==> config.mk <==
export PLATFORM = sky130hd
export DESIGN_NAME = rx_frame_front
export DESIGN_NICKNAME = d
export VERILOG_FILES = /design/src/rtl/rxf_pkg.sv /design/src/rtl/rx_sync_hunt.sv /design/src/rtl/rx_crc32.sv /design/src/rtl/rx_addr_filt.sv /design/src/rtl/rx_frame_front.sv
export SDC_FILE = /design/constraint.sdc
export NUM_CORES = 1
export LEC_CHECK = 0
export BUFFER_PORTS_ARGS = -buffer_cell sky130_fd_sc_hd__buf_2
export CAP_MARGIN = 40
export CORE_MARGIN = 2
export CORE_UTILIZATION = 30
export CTS_BUF_LIST = sky130_fd_sc_hd__clkbuf_8
export DETAILED_ROUTE_END_ITERATION = 6
export PLACE_DENSITY = 0.52
export SLEW_MARGIN = 10
export SYNTH_ARGS = -nofsm -noshare
export SYNTH_HDL_FRONTEND = slang
export SYNTH_SLANG_ARGS = --single-unit
==> constraint.sdc <==
create_clock -name clk_i -period 3.55 [get_ports clk_i]
set_clock_uncertainty 0.1 [all_clocks]
set_input_delay 0.1775 -clock clk_i [delete_from_list [all_inputs] [get_ports clk_i]]
set_output_delay 0.1775 -clock clk_i [all_outputs]
set_load 0.005 [all_outputs]
==> src/rtl/rxf_pkg.sv <==
package rxf_pkg;
  localparam logic [7:0]  SFD_SEQ     = 8'b1010_1011;  // wire order, oldest bit on the left
  localparam logic [31:0] CRC_POLY    = 32'h04C1_1DB7;
  localparam logic [31:0] CRC_RESIDUE = 32'hC704_DD7B;

  typedef enum logic [1:0] {
    ST_HUNT = 2'd0,
    ST_DATA = 2'd1,
    ST_DROP = 2'd2
  } rx_st_e;
endpackage

==> src/rtl/rx_sync_hunt.sv <==
module rx_sync_hunt #(
  parameter int LOCK_BITS = 8
) (
  input  logic clk_i,
  input  logic rst_ni,
  input  logic en_i,
  input  logic bit_i,
  output logic sfd_o,
  output logic abort_o
);
  import rxf_pkg::*;

  localparam int CW = $clog2(LOCK_BITS + 3);
  localparam logic [CW-1:0] CMAX = '1;

  logic [6:0]    sh_q;
  logic [CW-1:0] cnt_q;
  logic [7:0]    sh_nxt;

  assign sh_nxt = {sh_q, bit_i};

  always_ff @(posedge clk_i or negedge rst_ni) begin
    if (!rst_ni) begin
      sh_q  <= '0;
      cnt_q <= '0;
    end else if (!en_i) begin
      cnt_q <= '0;
    end else begin
      sh_q <= sh_nxt[6:0];
      if (cnt_q != CMAX) cnt_q <= cnt_q + CW'(1);
    end
  end

  // cnt_q counts bits before the current one
  assign sfd_o   = en_i && (cnt_q >= CW'(7)) && (sh_nxt == SFD_SEQ);
  assign abort_o = en_i && !sfd_o && (cnt_q >= CW'(LOCK_BITS + 1)) && (bit_i == sh_q[0]);
endmodule

==> src/rtl/rx_crc32.sv <==
module rx_crc32 #(
  parameter logic [31:0] POLY    = rxf_pkg::CRC_POLY,
  parameter logic [31:0] RESIDUE = rxf_pkg::CRC_RESIDUE
) (
  input  logic clk_i,
  input  logic rst_ni,
  input  logic init_i,
  input  logic en_i,
  input  logic bit_i,
  output logic ok_o
);
  logic [31:0] crc_q;

  always_ff @(posedge clk_i or negedge rst_ni) begin
    if (!rst_ni)     crc_q <= '1;
    else if (init_i) crc_q <= '1;
    else if (en_i)   crc_q <= {crc_q[30:0], 1'b0} ^ ((crc_q[31] ^ bit_i) ? POLY : 32'd0);
  end

  assign ok_o = (crc_q == RESIDUE);
endmodule

==> src/rtl/rx_addr_filt.sv <==
module rx_addr_filt #(
  parameter int ADDR_BYTES = 6
) (
  input  logic                    clk_i,
  input  logic                    rst_ni,
  input  logic                    start_i,
  input  logic                    stb_i,
  input  logic [7:0]              byte_i,
  input  logic [8*ADDR_BYTES-1:0] node_addr_i,
  input  logic                    promisc_i,
  input  logic                    mcast_all_i,
  input  logic [$clog2(ADDR_BYTES)-1:0] rd_idx_i,
  output logic                    done_o,
  output logic                    pass_o,
  output logic [7:0]              rd_byte_o
);
  localparam int IW = $clog2(ADDR_BYTES + 1);
  localparam int RW = $clog2(ADDR_BYTES);

  logic [7:0]    buf_q  [ADDR_BYTES];
  logic [7:0]    node_b [ADDR_BYTES];
  logic [IW-1:0] idx_q;
  logic          match_q, mcast_q;
  logic          collecting, byte_hit, first_mc;

  genvar g;
  generate
    for (g = 0; g < ADDR_BYTES; g++) begin : g_node
      assign node_b[g] = node_addr_i[8*(ADDR_BYTES-1-g) +: 8];
    end
  endgenerate

  assign collecting = (idx_q < IW'(ADDR_BYTES));
  assign byte_hit   = (byte_i == node_b[idx_q[RW-1:0]]);
  assign first_mc   = (idx_q == '0) ? byte_i[0] : mcast_q;
  assign done_o     = stb_i && (idx_q == IW'(ADDR_BYTES - 1));
  assign pass_o     = promisc_i || (first_mc ? mcast_all_i : (match_q && byte_hit));
  assign rd_byte_o  = buf_q[rd_idx_i];

  always_ff @(posedge clk_i or negedge rst_ni) begin
    if (!rst_ni) begin
      for (int i = 0; i < ADDR_BYTES; i++) buf_q[i] <= '0;
      idx_q   <= IW'(ADDR_BYTES);
      match_q <= 1'b0;
      mcast_q <= 1'b0;
    end else if (start_i) begin
      idx_q   <= '0;
      match_q <= 1'b1;
      mcast_q <= 1'b0;
    end else if (stb_i && collecting) begin
      buf_q[idx_q[RW-1:0]] <= byte_i;
      idx_q   <= idx_q + IW'(1);
      match_q <= match_q && byte_hit;
      if (idx_q == '0) mcast_q <= byte_i[0];
    end
  end
endmodule

==> src/rtl/rx_frame_front.sv <==
module rx_frame_front #(
  parameter int LOCK_BITS  = 8,
  parameter int ADDR_BYTES = 6
) (
  input  logic                    clk_i,
  input  logic                    rst_ni,
  input  logic                    bit_i,
  input  logic                    bit_vld_i,
  input  logic [8*ADDR_BYTES-1:0] node_addr_i,
  input  logic                    promisc_i,
  input  logic                    mcast_all_i,
  output logic [7:0]              byte_o,
  output logic                    byte_vld_o,
  output logic                    sof_o,
  output logic                    eof_o,
  output logic                    good_o
);
  import rxf_pkg::*;

  localparam int RW = $clog2(ADDR_BYTES);

  rx_st_e        st_q;
  logic [2:0]    bcnt_q;
  logic [6:0]    sr_q;
  logic          fwd_q, burst_q, end_pend_q, end_good_q;
  logic [RW-1:0] bidx_q, rd_idx;
  logic          hunt_en, data_bit, byte_stb;
  logic [7:0]    byte_nxt, rd_byte;
  logic          sfd_hit, pre_abort, crc_ok, flt_done, flt_pass;

  assign hunt_en  = (st_q == ST_HUNT) && bit_vld_i;
  assign data_bit = (st_q == ST_DATA) && bit_vld_i;
  assign byte_stb = data_bit && (bcnt_q == 3'd7);
  assign byte_nxt = {bit_i, sr_q};
  assign rd_idx   = burst_q ? bidx_q : '0;

  rx_sync_hunt #(.LOCK_BITS(LOCK_BITS)) u_hunt (
    .clk_i   (clk_i),
    .rst_ni  (rst_ni),
    .en_i    (hunt_en),
    .bit_i   (bit_i),
    .sfd_o   (sfd_hit),
    .abort_o (pre_abort)
  );

  rx_crc32 u_crc (
    .clk_i  (clk_i),
    .rst_ni (rst_ni),
    .init_i (sfd_hit),
    .en_i   (data_bit),
    .bit_i  (bit_i),
    .ok_o   (crc_ok)
  );

  rx_addr_filt #(.ADDR_BYTES(ADDR_BYTES)) u_filt (
    .clk_i       (clk_i),
    .rst_ni      (rst_ni),
    .start_i     (sfd_hit),
    .stb_i       (byte_stb),
    .byte_i      (byte_nxt),
    .node_addr_i (node_addr_i),
    .promisc_i   (promisc_i),
    .mcast_all_i (mcast_all_i),
    .rd_idx_i    (rd_idx),
    .done_o      (flt_done),
    .pass_o      (flt_pass),
    .rd_byte_o   (rd_byte)
  );

  always_ff @(posedge clk_i or negedge rst_ni) begin
    if (!rst_ni) begin
      st_q       <= ST_HUNT;
      bcnt_q     <= '0;
      sr_q       <= '0;
      fwd_q      <= 1'b0;
      burst_q    <= 1'b0;
      bidx_q     <= '0;
      end_pend_q <= 1'b0;
      end_good_q <= 1'b0;
      byte_o     <= '0;
      byte_vld_o <= 1'b0;
      sof_o      <= 1'b0;
      eof_o      <= 1'b0;
      good_o     <= 1'b0;
    end else begin
      byte_vld_o <= 1'b0;
      sof_o      <= 1'b0;
      eof_o      <= 1'b0;

      unique case (st_q)
        ST_HUNT: begin
          if (sfd_hit) begin
            st_q   <= ST_DATA;
            bcnt_q <= '0;
            fwd_q  <= 1'b0;
          end else if (pre_abort) begin
            st_q <= ST_DROP;
          end
        end
        ST_DATA: begin
          if (bit_vld_i) begin
            bcnt_q <= bcnt_q + 3'd1;
            sr_q   <= {bit_i, sr_q[6:1]};
            if (byte_stb) begin
              if (!fwd_q) begin
                if (flt_done) begin
                  if (flt_pass) begin
                    // release held address bytes back to back
                    fwd_q      <= 1'b1;
                    byte_o     <= rd_byte;
                    byte_vld_o <= 1'b1;
                    sof_o      <= 1'b1;
                    burst_q    <= 1'b1;
                    bidx_q     <= RW'(1);
                  end else begin
                    st_q <= ST_DROP;
                  end
                end
              end else begin
                byte_o     <= byte_nxt;
                byte_vld_o <= 1'b1;
              end
            end
          end else begin
            st_q <= ST_HUNT;
            if (fwd_q) begin
              end_pend_q <= 1'b1;
              end_good_q <= (bcnt_q == 3'd0) && crc_ok;
            end
          end
        end
        default: begin
          if (!bit_vld_i) st_q <= ST_HUNT;
        end
      endcase

      if (burst_q) begin
        byte_o     <= rd_byte;
        byte_vld_o <= 1'b1;
        bidx_q     <= bidx_q + RW'(1);
        if (bidx_q == RW'(ADDR_BYTES - 1)) burst_q <= 1'b0;
      end

      if (end_pend_q && !burst_q) begin
        end_pend_q <= 1'b0;
        eof_o      <= 1'b1;
        good_o     <= end_good_q;
      end
    end
  end
endmodule

# Word level (Yosys, flattened, before mapping)
# Cells that the tools add are included.
totals:
  n_memories: 0
  output_inout_bits: 12
  register_bits: 127
  latchBits: 0
  mem_bits_ro: 0
  in_bits: 54
  mem_bits_rw: 0
op_classes:
  mux: 77
  shifts: 0
  n_mul: 0
  n_eq_ne: 21
  n_bitwise: 6
  n_addsub: 4
  div: 0
  n_lt_le_gt_ge: 6
  reduce_logical: 41
op_table:
  columns: ["cell", "n"]
  rows:
  - ["2-to-1 mux 8 bit", 12]
  - ["2-to-1 mux 32 bit", 2]
  - ["binary-select mux 8 bit (select 3 bit)", 2]
  - ["bitwise mux 48 bit", 1]
  - ["2-to-1 mux 3 bit", 12]
  - ["2-to-1 mux 1 bit", 33]
  - ["== test 32 bit, second input constant", 1]
  - ["bitwise XOR 32 bit", 1]
  - ["2-to-1 mux 27 bit", 1]
  - ["demux 8 bit (select 3 bit)", 1]
  - ["nonzero test 2 bit", 10]
  - ["2-to-1 mux 2 bit", 8]
  - ["logical AND 1 bit", 14]
  - [">= comparator 4 bit, second input constant", 3]
  - ["AND reduction 6 bit", 2]
  - ["adder 3 x 1 -> 3 bit, second input constant", 3]
  - ["== test 3 bit, second input constant", 3]
  - ["!= test 3 bit, second input constant", 3]
  - ["AND reduction 3 bit", 3]
  - ["== test 8 bit", 1]
  - ["== test 8 bit, second input constant", 1]
  - ["2-to-1 mux 4 bit", 2]
  - ["!= test 2 x 1 -> 1 bit, second input constant", 4]
  - ["inverter 3 -> 4 bit", 2]
  - ["23 further kinds", 30]

# Logic depth before layout (Yosys ltp)
# Gate-level depths: netlist of run 1.
logic_depth:
  depth_word: 16
  ltp_mapped: 11

# By module
# Synthesis of run 1 repeated with hierarchy kept, for this count alone.
unflattened:
  hier_cells: 553
  hier_area_um2: 6653.9
modules_own_cells:
  columns: ["mod", "seq_area_each_um2", "cells_each", "n_inst", "area_each_um2"]
  rows:
  - ["rx_addr_filt", 1328.8, 240, 1, 3009.1]
  - ["rx_crc32", 840.8, 133, 1, 1542.7]
  - ["rx_frame_front", 775.7, 133, 1, 1527.7]
  - ["rx_sync_hunt", 275.3, 47, 1, 574.3]

# Worst setup path after synthesis of run 1
# No wires, ideal clock.
synth_timing:
  kind: "reg2reg"
  start: "reg u_filt.idx_q[2]"
  end: "reg byte_o[0]"
  period_less_slack_ns: 2.657
  path_buffers: 2
  arrival_time_ns: 2.432
  setup_time_ns: 0.125
  stages_incl_launch_ff: 10
  setup_slack_ns: 0.893
  cell_sequence: "dfstp_2 buf_2 or2_0 clkbuf_1 a2bb2oi_2 a211oi_1 a2111oi_4 nand3_2 o211ai_4 mux2_4"
synth_via:
  elab_chain_cells: 10
  word_cells_on_any_way: 15
synth_rtl:
  columns: ["element", "line_no", "source"]
  rows:
  - ["start: declaration", "rx_addr_filt.sv:22", "logic [IW-1:0] idx_q;"]
  - ["start signal: assignment", "rx_addr_filt.sv:43", "idx_q <= IW'(ADDR_BYTES);"]
  - ["start signal: assignment", "rx_addr_filt.sv:52", "idx_q <= idx_q + IW'(1);"]
  - ["inverter 3 -> 4 bit (not written as such)", "rx_addr_filt.sv:34", "assign byte_hit = (byte_i == node_b[idx_q[RW-1:0]]);"]
  - ["binary-select mux 8 bit (select 3 bit)", "rx_addr_filt.sv:34", null]
  - ["2-to-1 mux 8 bit (not written as such) (2 in series)", "rx_addr_filt.sv:34", null]
  - ["== test 8 bit", "rx_addr_filt.sv:34", null]
  - ["logical AND 1 bit", "rx_addr_filt.sv:37", "assign pass_o = promisc_i || (first_mc ? mcast_all_i : (match_q && byte_hit));"]
  - ["2-to-1 mux 1 bit", "rx_addr_filt.sv:37", null]
  - ["logical OR 1 bit", "rx_addr_filt.sv:37", null]
  - ["nonzero test 3 bit (no line)", null, null]
  - ["AND reduction 5 bit (no line) *", null, null]
  - ["end signal: assignment", "rx_frame_front.sv:110", "byte_o <= rd_byte;"]
  - ["end signal: assignment", "rx_frame_front.sv:120", "byte_o <= byte_nxt;"]
  - ["end signal: assignment", "rx_frame_front.sv:138", "byte_o <= rd_byte;"]
  - ["end: declaration", "rx_frame_front.sv:12", "output logic [7:0] byte_o,"]
# Mark *: on every way between the ends. The rest lies on a longest branch, timed or not. The select of a mux whose other input is x is not followed.
# A chain may end at the register's enable or synchronous reset.

# Worst setup path in the final report of run 1
layout_timing:
  start: "reg u_filt.idx_q[1]"
  end: "reg byte_o[6]"
# Same word-level chain as after synthesis.

==> impl_metrics.yaml, run 1 <==
status:
  result_of_the_run: "finished, final reports clean"
detailed_routing:
  drcViolationCount: 0
  vias: 4873
  detailedRoute.firstIterationViolations: 349
  routed-wl-met3_um: 818
  detail_route.wirelength_um: 16100
  wirelength_met1_um: 7930
  antenna_left: 0
  dr_wl_met2_um: 7060
  firstDrtPassIters: 4
  detail_route.wl_per_cell_um: 16.3
  maxUsedRoutingLayer: "met4"
  vias_per_cell: 4.94
finish:
  areaGrowthSynthToFinish_pct: 14.9
  final_util: 0.352
  layout-drive-gt1-share: 0.331
  design.final.nets: 761
  antennaDiodeCount: 0
critical_path:
  timing.reg2reg.setup_slack_ps: 440
  cp-startpoint: "u_filt.idx_q[1]"
  type_of_element_launching_the_critical_path: "flop"
  timing.critical_path.arrival_ps: 3330
  critPathMaxFanout: 23
  endpoint_kind: "flop"
  critPathRequiredTime_ps: 3770
  rr_startpoint: "u_filt.idx_q[1]"
  timing.setup.critical_path_class: "reg -> reg"
global_routing:
  number_of_global_route_vias_before_repair: 4894
  globalRoute.totalOverflow: 0
  grt.total_usage: 0.145
  grt_pass1_wl_um: 27100
  antenna_found_initial: 0
  grt_max_degree: 91
floorplanning:
  die_w_um: 154
  core-area_um2: 22000
  core.rowCount: 54
  initial_core_util: 0.307
  die_height_um: 154
  die-area_um2: 23700
  pin_count: 66
power_and_ir_drop:
  power_density_nw_per_um2: 347
  static-leakage-power_nw: 3.53
  power_after_layout_mw: 2.68
  ir_drop_mv: 0.193
cts:
  cts_setup_buffers: 0
  tritoncts_clock_tree: "done"
  ctsResizeCount: 0
  numCtsBuffers: 17
  htree_levels: 4
  clk_root_buffer_cell: "clkbuf_8"
  cts_max_path_buffers: 2
  cts.clk_slew.worst_paths_ps: 70
  clock_insertion_delay_worst_skew_ps: 440
  tritoncts_sinks: 127
timing:
  worst_pin_slew_ps: 854
  rsz0062_at_grt: "false"
  worst_slew_margin_rel: 0.429
  drv_slew: 0
  fmax_ghz: 0.322
  holdWs_ps: 78.0
  fin_ws_ps: 442
  finalSetupViolCount: 0
  final_min_period_over_clock_period: 0.876
  final.min_clock_period_ps: 3110
  hold_violations: 0
  setup-tns-final_ps: 0
logic_synthesis:
  netlist_top_cells_area: "dfrtp_1, dfstp_2, mux2_2"
  synth.yosys.seq_area_share: 0.478
  synthesis.area_per_instance_um2: 10.6
  synth.distinct_cells: 64
  syn-num-nets: 702
  post_synth_instance_area_um2: 6730
  netlist_top_cells_count: "nand2_1, dfrtp_1, mux2_2"
  postSynthCellCount: 636
  postSynthRegisterBits: 127
  synth-edff-count: 0
  yosys.cell_count.top_type: "nand2_1"
  synthesis.yosys.warnings: 0
  synth_top_area_cell: "dfrtp_1"
  synth-async-reset-ratio: 1.00
  synthFlopType: "dfrtp_1"
  post-synth-top-area-fraction: 0.346
placement:
  detailedPlacementHpwl_um: 10600
  detailedPlace.worstSlack_ps: 453
  numPortBuffers: 65
  routabilityCongestion: 0.794
worst_hold_path:
  hp-class: "in -> reg"
  holdCritStartpoint: "promisc_i"
run:
  maxcap_violations: 0
## cell families after synthesis
family	count (synthesis)	share of synthesized area
adders and majority gates	12	0.0223
buffers and inverters	52	0.0323
AOI/OAI and AO/OA	99	0.108
DFF	127	0.478
xor gates and xnor gates	20	0.0260
and+or+nand+nor	226	0.161
muxes	100	0.172
## where the power goes
group | switching [mW] | total (mW) | internal, mW
clock network | 0.556 | 1.07 | 0.514
registers | 0.0114 | 1.47 | 1.46
logic | 0.0776 | 0.136 | 0.0586
## layer usage
metal,GRT usage,vias up
met5,0,-
met4,0.0516,0
met3,0.0335,14
met2,0.214,113
met1,0.207,2369
li1,-,2377
## critical path, stage by stage (launching register included)
cell and delay (ps):
dfstp_2 720, nor2b_1 260, buf_4 200, nand2_1 80, a21bo_2 210, a2111oi_4 380
nand3_2 180, o211ai_4 510, mux2_4 350
## registers in the layout (all words and copies together) (netlist names), 4 cells and up
signal and cells:
byte_o 8, sr_q 7, u_hunt.sh_q 7, u_filt.buf_q 48, u_crc.crc_q 32, u_hunt.cnt_q 4
## cell usage in the layout, fill, tap and decap left out, drive strengths merged, types with 4 or more instances in the layout
master,netlist,final
and3,6,6
nor2,24,24
dfrtp,93,93
inv,11,15
dfstp,34,34
a32o,4,4
nand3,29,29
mux2i,15,15
nand4,7,7
nor2b,7,7
buf,9,77
xnor2,18,18
o22ai,18,18
clkinv,1,6
clkbuf,31,20
o21ai,12,12
nand2,118,118
ha,12,12
a22oi,8,8
or3,4,4
o211ai,14,14
and3b,5,5
mux2,84,84
a21oi,21,21
## worst paths after layout
| kind | end | cells past startpoint |
|---|---|---|
| worst min-delay path | st_q[1] | 4 |
| max in group asynchronous | u_filt.buf_q[24] | 3 |
| worst min register to register | u_filt.match_q | 1 |
| worst max register to register | byte_o[6] | 8 |
| worst max-delay path | byte_o[6] | 8 |
| min in group asynchronous | end_good_q | 2 |
## area by class of cell
type | instances | area [um2]
Clock buffer | 20 | 275
Clock inverter | 11 | 52.6
Fill cell | 2180 | 14200
Inverter | 12 | 45.0
Multi-Input combinational cell | 457 | 3300
Sequential cell | 127 | 3220
Tap cell | 280 | 350
Timing Repair Buffer | 80 | 493
## what timing repair did
action                     in CTS  in global routing
hold buffers                    3                  0
hold endpoints to repair       40                  0
setup endpoints to repair       0                  0
## through the flow
stage | instances | instance area [um2]
floorplan | 636 | 6730
global placement | 952 | 7350
detailed placement | 953 | 7380
CTS | 987 | 7730
global route | 987 | 7730
finish | 987 | 7730
Note: power is estimated with default switching activity, not from simulation.
==> run 2, diff against run 1 <==
BUFFER_PORTS_ARGS = -buffer_cell sky130_fd_sc_hd__clkbuf_2   (was -buffer_cell sky130_fd_sc_hd__buf_2)
==> run 2 against run 1 <==
Effect of this change: via count grew 0.41%; clock-buffer cell count shrank 3; non-clock buffer count grew 1; final cell count grew 0.20%; flip-flop and latch count is the same; fmax grew 1.2%.
==> impl_metrics.yaml, run 2 (same netlist as run 1, synthesis figures left out) <==
status:
  result_of_the_run: "finished, final reports clean"
cts:
  clock_insertion_delay_worst_skew_ps: 440
  cts_max_path_buffers: 2
  tritoncts_sinks: 127
  numCtsBuffers: 17
  cts.clk_slew.worst_paths_ps: 70
  tritoncts_clock_tree: "done"
  htree_levels: 4
  clk_root_buffer_cell: "clkbuf_8"
timing:
  rsz0062_at_grt: "false"
  drv_slew: 0
  finalSetupViolCount: 0
  final_min_period_over_clock_period: 0.865
  hold_violations: 0
  final.min_clock_period_ps: 3070
  setup-tns-final_ps: 0
  fmax_ghz: 0.326
  worst_pin_slew_ps: 837
  fin_ws_ps: 479
  worst_slew_margin_rel: 0.439
finish:
  areaGrowthSynthToFinish_pct: 16.1
  regMostFlops: "u_filt.buf_q"
  largest_register_ffs: 48
  largestRegisters: "u_filt.buf_q (48), u_crc.crc_q (32), byte_o (8)"
  antennaDiodeCount: 0
  layout_common_cells: "nand2_1, dfrtp_1, mux2_2"
  design.final.nets: 762
  layout-drive-gt1-share: 0.341
  layout_commonest_cell: "nand2_1"
critical_path:
  critical_path.slowest_cell: "dfrtp_1"
  cp.depth: 7
  critPathMaxFanout: 12
  timing.reg2reg.worst_path_depth: 7
  delay_heaviest_family_cp: "multiplexers"
  type_of_element_launching_the_critical_path: "flop"
  timing.setup.critical_path_class: "reg -> reg"
  path_buf_inv: 0
  critPathMaxStageDelay_ps: 680
  critPathRequiredTime_ps: 3770
  timing.critical_path.arrival_ps: 3290
  endpoint_kind: "flop"
  worstPathCellList: "mux4_2 > nand2_1 > nand3b_1 > a2111oi_4 > nand3_2 > o211ai_4 > mux2_4"
detailed_routing:
  vias_per_cell: 4.95
  detailedRoute.firstIterationViolations: 289
  antenna_left: 0
  detail_route.wirelength_um: 16200
  drcViolationCount: 0
  vias: 4893
  firstDrtPassIters: 5
  detail_route.wl_per_cell_um: 16.3
global_routing:
  grt_max_degree: 74
  grt_pass1_wl_um: 27100
  grt.total_usage: 0.144
  globalRoute.totalOverflow: 0
  antenna_found_initial: 0
  number_of_global_route_vias_before_repair: 4994
worst_hold_path:
  hp-class: "in -> reg"
  whs_path_depth: 3
placement:
  numPortBuffers: 65
  routabilityCongestion: 0.781
  detailedPlace.worstSlack_ps: 429
  detailedPlacementHpwl_um: 10800
floorplanning:
  core-area_um2: 22000
  initial_core_util: 0.307
  pin_count: 66
  core.rowCount: 54
  die_height_um: 154
  die_w_um: 154
  die-area_um2: 23700
power_and_ir_drop:
  ir_drop_mv: 0.212
  power_density_nw_per_um2: 376
  static-leakage-power_nw: 3.56
run:
  maxcap_violations: 0
==> run 2: cell types whose count changed in the layout (fill, tap and decap cells not counted), sizes merged <==
cell	delta
clkbuf	+61
bufinv	+3
dlygate4sd3	-1
inv	+3
clkinvlp	+2
clkinv	-4
buf	-62
==> run 2: worst paths after layout <==
kind / endpoint / start / slack (ps)
max reg2reg: byte_o[6] / u_filt.idx_q[0] / 480
min in group asynchronous: good_o / rst_ni / 240
max in group asynchronous: u_filt.buf_q[6] / rst_ni / 2260
min reg2reg: u_filt.match_q / u_filt.match_q / 370
min: u_hunt.sh_q[0] / bit_i / 110
max: byte_o[6] / u_filt.idx_q[0] / 480
==> run 2: tightest hold or removal path, delay by kind of cell <==
kind          cells  cell delay (ps)
simple gates      2              160
buf+inv           1              260
==> run 2: layout make-up <==
| class | instances | area [um2] |
|---|---|---|
| timing repair buffer | 81 | 485 |
| inverter | 12 | 45.0 |
| sequential | 127 | 3220 |
| clock inverter | 15 | 185 |
| tap | 280 | 350 |
| fill | 2165 | 14100 |
| multi-input combinational | 457 | 3300 |
| clock buffer | 17 | 234 |
==> run 2: routing by layer <==
layer  GRT usage  vias up  share of wire  wire (um)
li1            -     2385              -          -
met1       0.198     2395           0.50       8150
met2       0.224       98           0.44       7060
met3      0.0313       15          0.038        610
met4      0.0565        0          0.021        341
met5           0        -              0          0
==> run 2: what timing repair did <==
action | 4_1_cts | 5_1_grt
hold buffers | 2 | 0
endpoints found under the hold margin | 36 | 0
gates resized for setup | 0 | 0
buffers inserted | 0 | 0
==> run 2: through the flow <==
step | area (um2) | power, mW | utilization | std cells | hold WS [ps]
2_1_floorplan | 6730 | 1.56 | - | 636 | -218
3_3_place_gp | 7350 | 1.64 | 0.335 | 954 | 197
3_5_place_dp | 7380 | 1.64 | 0.336 | 955 | 196
4_1_cts | 7820 | 2.98 | 0.356 | 989 | 79.5
5_1_grt | 7820 | 3.07 | 0.356 | 989 | 110
6_report | 7820 | 2.94 | 0.356 | 989 | 106
==> run 2: report_power, final <==
part | total, mW | switching (mW) | internal, mW
Sequential | 1.47 | 0.0118 | 1.46
Clock | 1.33 | 0.622 | 0.706
Combinational | 0.135 | 0.0767 | 0.0580
Total | 2.94 | 0.711 | 2.23
